==> src/rtl/uop_steer_alloc.sv <==
module uop_steer_alloc #(
  parameter int LANES    = 3,
  parameter int DW       = 16,
  parameter int CW       = 3,
  parameter int AQ_DEPTH = 16,
  parameter int MQ_DEPTH = 32,
  parameter logic [CW-1:0] LD_ADDR = 3'd1,
  parameter logic [CW-1:0] ST_ADDR = 3'd2
) (
  input  logic                     clk,
  input  logic                     rst_n,
  input  logic                     flush,
  input  logic [LANES-1:0]         in_valid,
  input  logic [LANES*CW-1:0]      in_cls,
  input  logic [LANES*DW-1:0]      in_data,
  output logic [$clog2(LANES+1)-1:0] take_cnt,
  input  logic                     aq_rd_en,
  output logic                     aq_rd_valid,
  output logic [DW-1:0]            aq_rd_data,
  output logic [$clog2(AQ_DEPTH+1)-1:0] aq_count,
  input  logic                     mq_rd_en,
  output logic                     mq_rd_valid,
  output logic [DW-1:0]            mq_rd_data,
  output logic [$clog2(MQ_DEPTH+1)-1:0] mq_count
);
  localparam int AW  = $clog2(AQ_DEPTH);
  localparam int MW  = $clog2(MQ_DEPTH);
  localparam int ACW = $clog2(AQ_DEPTH+1);
  localparam int MCW = $clog2(MQ_DEPTH+1);
  localparam int TW  = $clog2(LANES+1);

  logic [DW-1:0] amem [AQ_DEPTH];
  logic [DW-1:0] mmem [MQ_DEPTH];
  logic [AW-1:0] a_wp, a_rp;
  logic [MW-1:0] m_wp, m_rp;

  logic [LANES-1:0] is_a, lane_ok;
  logic [ACW-1:0]   a_off [LANES];
  logic [MCW-1:0]   m_off [LANES];
  logic [ACW-1:0]   a_push, a_free;
  logic [MCW-1:0]   m_push, m_free;
  logic [TW-1:0]    take;
  logic             a_pop, m_pop;

  for (genvar g = 0; g < LANES; g++) begin : g_cls
    assign is_a[g] = (in_cls[g*CW +: CW] == LD_ADDR) || (in_cls[g*CW +: CW] == ST_ADDR);
  end

  assign a_free = ACW'(AQ_DEPTH) - aq_count;
  assign m_free = MCW'(MQ_DEPTH) - mq_count;

  always_comb begin
    logic run;
    run     = !flush;
    a_push  = '0;
    m_push  = '0;
    take    = '0;
    lane_ok = '0;
    for (int i = 0; i < LANES; i++) begin
      a_off[i] = a_push;
      m_off[i] = m_push;
      if (run && in_valid[i] && (is_a[i] ? (a_push < a_free) : (m_push < m_free))) begin
        lane_ok[i] = 1'b1;
        take       = take + TW'(1);
        if (is_a[i]) a_push = a_push + ACW'(1);
        else         m_push = m_push + MCW'(1);
      end else begin
        run = 1'b0;
      end
    end
  end

  assign take_cnt    = take;
  assign aq_rd_valid = (aq_count != '0);
  assign mq_rd_valid = (mq_count != '0);
  assign aq_rd_data  = amem[a_rp];
  assign mq_rd_data  = mmem[m_rp];
  assign a_pop       = aq_rd_en && aq_rd_valid && !flush;
  assign m_pop       = mq_rd_en && mq_rd_valid && !flush;

  always_ff @(posedge clk) begin
    for (int i = 0; i < LANES; i++) begin
      if (lane_ok[i] && is_a[i])  amem[a_wp + AW'(a_off[i])] <= in_data[i*DW +: DW];
      if (lane_ok[i] && !is_a[i]) mmem[m_wp + MW'(m_off[i])] <= in_data[i*DW +: DW];
    end
  end

  always_ff @(posedge clk or negedge rst_n) begin
    if (!rst_n) begin
      a_wp <= '0; a_rp <= '0; aq_count <= '0;
      m_wp <= '0; m_rp <= '0; mq_count <= '0;
    end else if (flush) begin
      a_wp <= '0; a_rp <= '0; aq_count <= '0;
      m_wp <= '0; m_rp <= '0; mq_count <= '0;
    end else begin
      a_wp     <= a_wp + AW'(a_push);
      m_wp     <= m_wp + MW'(m_push);
      a_rp     <= a_rp + AW'(a_pop);
      m_rp     <= m_rp + MW'(m_pop);
      aq_count <= aq_count + a_push - ACW'(a_pop);
      mq_count <= mq_count + m_push - MCW'(m_pop);
    end
  end

  AST_AQ_NO_OVERFLOW: assert property (@(posedge clk) disable iff (!rst_n) aq_count <= ACW'(AQ_DEPTH));
  AST_MQ_NO_OVERFLOW: assert property (@(posedge clk) disable iff (!rst_n) mq_count <= MCW'(MQ_DEPTH));
  AST_FLUSH_EMPTIES: assert property (@(posedge clk) disable iff (!rst_n) flush |=> (aq_count == '0 && mq_count == '0));
  AST_FLUSH_NO_TAKE: assert property (@(posedge clk) disable iff (!rst_n) flush |-> take_cnt == '0);
  AST_TAKE_NEEDS_LANE0: assert property (@(posedge clk) disable iff (!rst_n) (take_cnt != '0) |-> in_valid[0]);
  AST_FULL_BLOCKS_ALL: assert property (@(posedge clk) disable iff (!rst_n)
    (aq_count == ACW'(AQ_DEPTH) && in_valid[0] && is_a[0]) |-> take_cnt == '0);
  AST_AQ_RISE_BOUNDED: assert property (@(posedge clk) disable iff (!rst_n || flush)
    aq_rd_valid && aq_rd_en |=> aq_count <= $past(aq_count) + ACW'(LANES) - ACW'(1));
endmodule

==> config.mk <==
export PLATFORM = sky130hd
export DESIGN_NAME = uop_steer_alloc
export DESIGN_NICKNAME = d
export VERILOG_FILES = /design/src/rtl/uop_steer_alloc.sv
export SDC_FILE = /design/constraint.sdc
export NUM_CORES = 2
export LEC_CHECK = 0
export BUFFER_PORTS_ARGS = -buffer_cell sky130_fd_sc_hd__buf_2
export CELL_PAD_IN_SITES_DETAIL_PLACEMENT = 1
export CELL_PAD_IN_SITES_GLOBAL_PLACEMENT = 2
export CORE_ASPECT_RATIO = 0.75
export CORE_MARGIN = 2
export CORE_UTILIZATION = 40
export CTS_CLUSTER_SIZE = 20
export DETAILED_ROUTE_END_ITERATION = 8
export HOLD_SLACK_MARGIN = 0.1
export PLACE_DENSITY = 0.77
export SYNTH_ARGS = -nofsm -noshare
export SYNTH_HDL_FRONTEND = slang
export SYNTH_SLANG_ARGS = --single-unit
==> constraint.sdc <==
create_clock -name clk -period 7.38 [get_ports clk]
set_input_delay 0.369 -clock clk [delete_from_list [all_inputs] [get_ports clk]]
set_output_delay 0.369 -clock clk [all_outputs]
set_load 0.01 [all_outputs]
---- Word level (Yosys, flattened, before mapping) ----
Memory sizes are Yosys's and may differ from the RTL's.
Index checks and enable logic that the tools add are counted.
Widths: inputs -> output; s select.
operators by class
  add/sub/neg operators ................... 20
  magnitude comparators ................... 6
  equality and inequality tests ........... 6
  muxes and demuxes ....................... 41
  reductions and logical operators ........ 25
operators with widths
  cell                 number
  $mux 5               7
  $mux 6               5
  $mux 1               25
  $add 5x5->5          4
  $logic_and 1x1->1    16
  $add 4x4->4          3
  $add 6x1->6 const B  2
  $lt 6x6->1           2
  $add 5x1->5 const B  2
  $lt 5x5->1           2
  $eq 3x1->1 const B   3
  $eq 3x2->1 const B   3
  $mux 4               2
  $add 6x6->6          1
  $lt 1x6->1 const A   1
  $reduce_bool 6->1    1
  $sub 6x1->6          1
  $sub 6x6->6 const A  1
  $add 5x1->5          1
  $lt 1x5->1 const A   1
  $reduce_bool 5->1    1
  $sub 5x1->5          1
  $sub 5x5->5 const A  1
  $add 2x1->2 const B  2
  4 further kinds      10
word-level totals
  register bits ........................... 29
  bits in writable memories ............... 768
  bits of input ports ..................... 65
  output and inout bits ................... 47
  logic and storage cells ................. 106
  memories ................................ 2
memory list
  name  words  width  rd ports  clocked after Yosys merged registers in  wr ports  line  source
  mmem  32     16     1         0                                        3         33    logic [DW-1:0] mmem [MQ_DEPTH];
  amem  16     16     1         0                                        3         32    logic [DW-1:0] amem [AQ_DEPTH];

---- Logic depth before layout (Yosys ltp) ----
  depth in word-level cells ............... 16
  gate-level depth with buffers ........... 29

---- Worst setup path after synthesis ----
OpenSTA, ideal clock, no wires.
  kind .................................... reg2reg
  start point ............................. register aq_count[0]
  end point ............................... memory amem[14][0], enable pin
  setup time .............................. 0.411 ns
  arrival ................................. 4.897 ns
  data required time ...................... 6.969 ns
  slack ................................... 2.072 ns
  stages on the path, launching flop included .. 19
  buffers on the path ..................... 0
  path through ............................ dfrtp_1 inv_1 ha_1 nand2b_1 nor2_1 ha_1 o2111a_1 or2_2 nor2_1 ha_1 a21oi_1 or2_2 inv_1 ha_1 ha_1 inv_1 nor4_4 nand3_1 o21ai_0
RTL lines
  item                      line  source
  start: declaration        20    output logic [$clog2(AQ_DEPTH+1)-1:0] aq_count,
  start signal: assignment  100   aq_count <= aq_count + a_push - ACW'(a_pop);
  end: declaration          32

==> results summary <==
The flow ran to the end, and the final reports show no timing, DRC or antenna violations. The total CTS buffers came out at 91. Yosys printed 0 warnings.

Tracing the worst setup path back leads to its startpoint at mq_count[3]. The I/O pin count is 112. The overall die height came out at 312.6 um. The termination of the worst setup path is mmem[0][6]. Setup total negative slack on the finished layout was measured at 0 ps. The setup path with the least slack is of type reg2reg. After clock tree synthesis, the clock-pin slew on the worst setup and hold paths is 60 ps. The synthesized netlist devotes 0.7979% of its cell area to XOR and XNOR gates. Global routing used 29.81% of the available tracks across all layers.

The number of buffers inserted by post-CTS setup repair came out at 0. The endpoint type of the worst setup path is a flip-flop. The max capacitance violation total came out at 0. The area growth from synthesis to layout is 9.708%. Static timing analysis puts the maximum clock frequency at 156.7 MHz. The post-route netlist has 28.60% of its cells at a drive strength greater than 1. Counting flops with an async set or reset pin after synthesis yields a share of 3.639%.

The routed design has 197.2 mm of wire. After routing the design area is 55740 um2. The clock latency at the later pin of the worst-skew pair is 710 ps. The average vias per placed instance came out at 6.415. The shortest clock period the worst path allows after layout came out at 6380 ps. The number of filler cells placed in the layout is 12860.

The count of vias placed by the detailed router is 36880. For this run, the leading register cell type out of synthesis is edfxtp_1. The power per standard cell area came out at 223.5 nW/um2. The number of instances in the synthesized netlist came out at 4147. After synthesis, the largest family of logic cells by area is multiplexers. The adder and majority gate portion of the synthesized area is 1.305%. At the pin with the least slew margin, the transition time is 1289 ps.

The maximum number of pins on one net before global-route repair is 129. By area the synthesized netlist is led by edfxtp_1 (45%), mux4_2 (10%), mux2i_1 (10%), mux2_2 (8.4%), o21ai_0 (3.9%). Clock skew on the completed layout was measured at 28.84 ps. The net count after synthesis came out at 4262.

The width of the die is 415.5 um. The cell type with the largest total area after synthesis is edfxtp_1. Once detailed placement completed, the half-perimeter wirelength came to 114.0 mm. In this run, synthesis produced a sequential element count of 797. The register-to-register setup slack came out at 1000 ps. Across the VDD grid, the largest voltage drop is 0.1672 mV. For this run, design rule violations remaining after detail routing come to 0. After layout, the worst path uses 86.45% of the clock period. In the layout the commonest cells are edfxtp_1 (768), mux2i_1 (522), nand2_1 (454), o21ai_0 (393), mux2_2 (381). The share of the synthesized area in compound gates (AO/OA/AOI/OAI) came out at 6.492%. The total area inside the core boundary comes to 126300 um2.

The placed instance area came out at 52790 um2. Multiplexer cells account for 32.88% of the synthesized area. The reg-to-reg critical path startpoint is mq_count[3]. The number of iterations in the first detailed-routing pass is 5.

The number of hold violations in the final report is 0. The area taken by flip-flops and latches came out at 23800 um2. The number of H-tree levels is 3. The layout net count is 4124. The number of pins with negative max-slew slack in the final report came to 0. Measured in cells, the most critical reg-to-reg path has a length of 18. The count of nets left with antenna violations once routing finished came out at 0.

The sequential element share of the synthesized area is 46.82%. The cell sitting at the root of the clock tree is a clkbuf_16. After detailed routing, the average wire length per cell comes to 34.29 um.

STA classifies the critical path startpoint as a flip-flop. The total clock sinks is 797. The worst relative slew slack came out at 14.04%.

The total setup violations reported at the end of the flow came out at 0. The first global-routing pass estimated 279.7 mm of wire. After synthesis, the largest area contributor takes up 45.39% of total cell area.

The placer's final routability congestion estimate came out at 0.8682. The number of synthesized flops with an enable pin is 768. The mean instance size in the synthesized netlist came out at 12.25 um2. After synthesis, the netlist uses 72 different library cells. In this run the worst hold path is classified as in2reg. The number of global-route vias before repair is 36740. Setup repair after global routing left no endpoint under its margin. In this run the worst path has a maximum fanout of 23. The number of buffers added on ports is 111. The synthesized netlist occupies a cell area of 50800 um2.

The detailed router's first-iteration violation count came out at 4910. The required arrival time at the worst endpoint is 7830 ps. The initial antenna violation count is 21. The standby leakage power is 20.06 nW. The starting density of the core is 40.24%. The maximum count of clock buffers along a single path came out at 3. The endpoint arrival time on the critical path came out at 6830 ps. After Yosys synthesis, and, or, nand and nor cells account for 7.285% of the synthesized area. The overall die area came out at 129900 um2. The endpoint identified for the worst register-to-register timing path is mmem[0][6]. The clock tree from TritonCTS is yes.

The library cell used most frequently in the layout, excluding fill and tap cells, is edfxtp_1. The number of placement rows came out at 113. Summing all multi-input logic gate instances after layout gives 24940 um2. After global routing the overflow that remains totals 0.
==> routing by layer <==
metal | track usage, % | vias to the layer above | share of wire, %
met2 | 43.47 | 1928 | 43
met4 | 8.303 | 8 | 2.8
met5 | 0 | - | 0.017
met1 | 43.27 | 19380 | 43
li1 | - | 15210 | -
met3 | 8.395 | 348 | 11
==> registers in the layout (all words and copies together) (netlist names) <==
register,flops
a_rp,4
a_wp,4
amem,256
aq_count,5
m_rp,5
m_wp,5
mmem,512
mq_count,6
==> worst min path at each step <==
stage	startpoint	end	slack, ps	cells past startpoint
finish	flush	mq_count[3]	230	3
global route	flush	aq_count[4]	240	3
CTS	flush	mq_count[2]	190	3
detailed placement	rst_n	aq_count[3]	490	1
global placement	rst_n	aq_count[3]	470	1
floorplan	rst_n	a_rp[0]	70	0
==> cells in the mapped netlist (4+ instances only) <==
cell      instances
a211oi_1          4
a21o_1            8
a21oi_1         157
a31oi_1           5
and2_1           12
and4_1            4
buf_1            40
buf_2            50
buf_4             8
buf_6             7
clkbuf_1        387
dfrtp_1          29
edfxtp_1        768
fa_1              5
ha_1             45
inv_1            49
mux2_1           73
mux2_2          381
mux2_4           73
mux2i_1         522
mux4_2          234
nand2_1         454
nand2b_1         12
nand3_1          32
nand4_4          13
nor2_1          211
nor2b_1          17
nor3_1           11
nor3_2            5
nor4_1            4
o211ai_1          8
o21ai_0         395
o221ai_1         21
or3_1            13
xnor2_1          19
xor2_1           16
==> report_power, final <==
group	internal [mW]	switching [mW]	total, mW
Clock	2.64	2.04	4.67
Combinational	1.01	1.61	2.62
Sequential	5.06	0.101	5.16
==> worst max-delay path: stages, from the launching register on <==
cell and delay (ps):
dfrtp_1 420, inv_1 150, ha_1 170, nor4b_1 290, xnor2_1 230, a211oi_2 150
nor3_4 290, inv_4 70, nor3_4 370, inv_2 170, mux2i_1 310, inv_1 110
ha_1 230, fa_1 500, o31ai_1 960, nand2_1 530, nor2_2 780, buf_4 290
o21ai_0 100
==> cell families (layout without fill, tap and decap cells) <==
group | after synthesis | in the layout
adders and majority gates | 50 | 50
DFF | 797 | 797
other | 0 | 2
muxes | 1283 | 1283
xor gates and xnor gates | 39 | 39
and+or+nand+nor | 816 | 816
buffers and inverters | 546 | 479
AOI/OAI and AO/OA | 616 | 616
==> timing repair <==
| item | in CTS | in global routing |
|---|---|---|
| gates resized for setup | 0 | 0 |
| endpoints found under the hold margin | 29 | 0 |
| hold buffers | 1 | 0 |
==> per-stage QoR <==
step / hold slack (ps) / std cells / setup WS [ps] / power (mW) / utilization, %
after floorplan: 73.41 / 4147 / 2072 / 6.802 / -
after global routing: 237.6 / 5747 / 542.4 / 12.80 / 44.14
after CTS: 192.6 / 5747 / 1035 / 12.44 / 44.14
after global placement: 466.2 / 5582 / 1224 / 7.768 / 41.81
final: 232.5 / 5749 / 1000 / 12.46 / 44.15
after detailed placement: 485.9 / 5582 / 1066 / 7.818 / 41.81
==> area by class of cell <==
| cell class | count | area share, % |
|---|---|---|
| clock buffers | 117 | 4.429 |
| multi-input cells | 2804 | 44.75 |
| flip-flops and latches | 797 | 42.71 |
| diodes | 2 | 0.008979 |
| well taps | 1667 | 3.742 |
| repair buffers | 264 | 3.201 |
| clock inverters | 47 | 0.8194 |
| inverters | 51 | 0.3479 |
No activity file was read; power rests on OpenSTA's default activity.
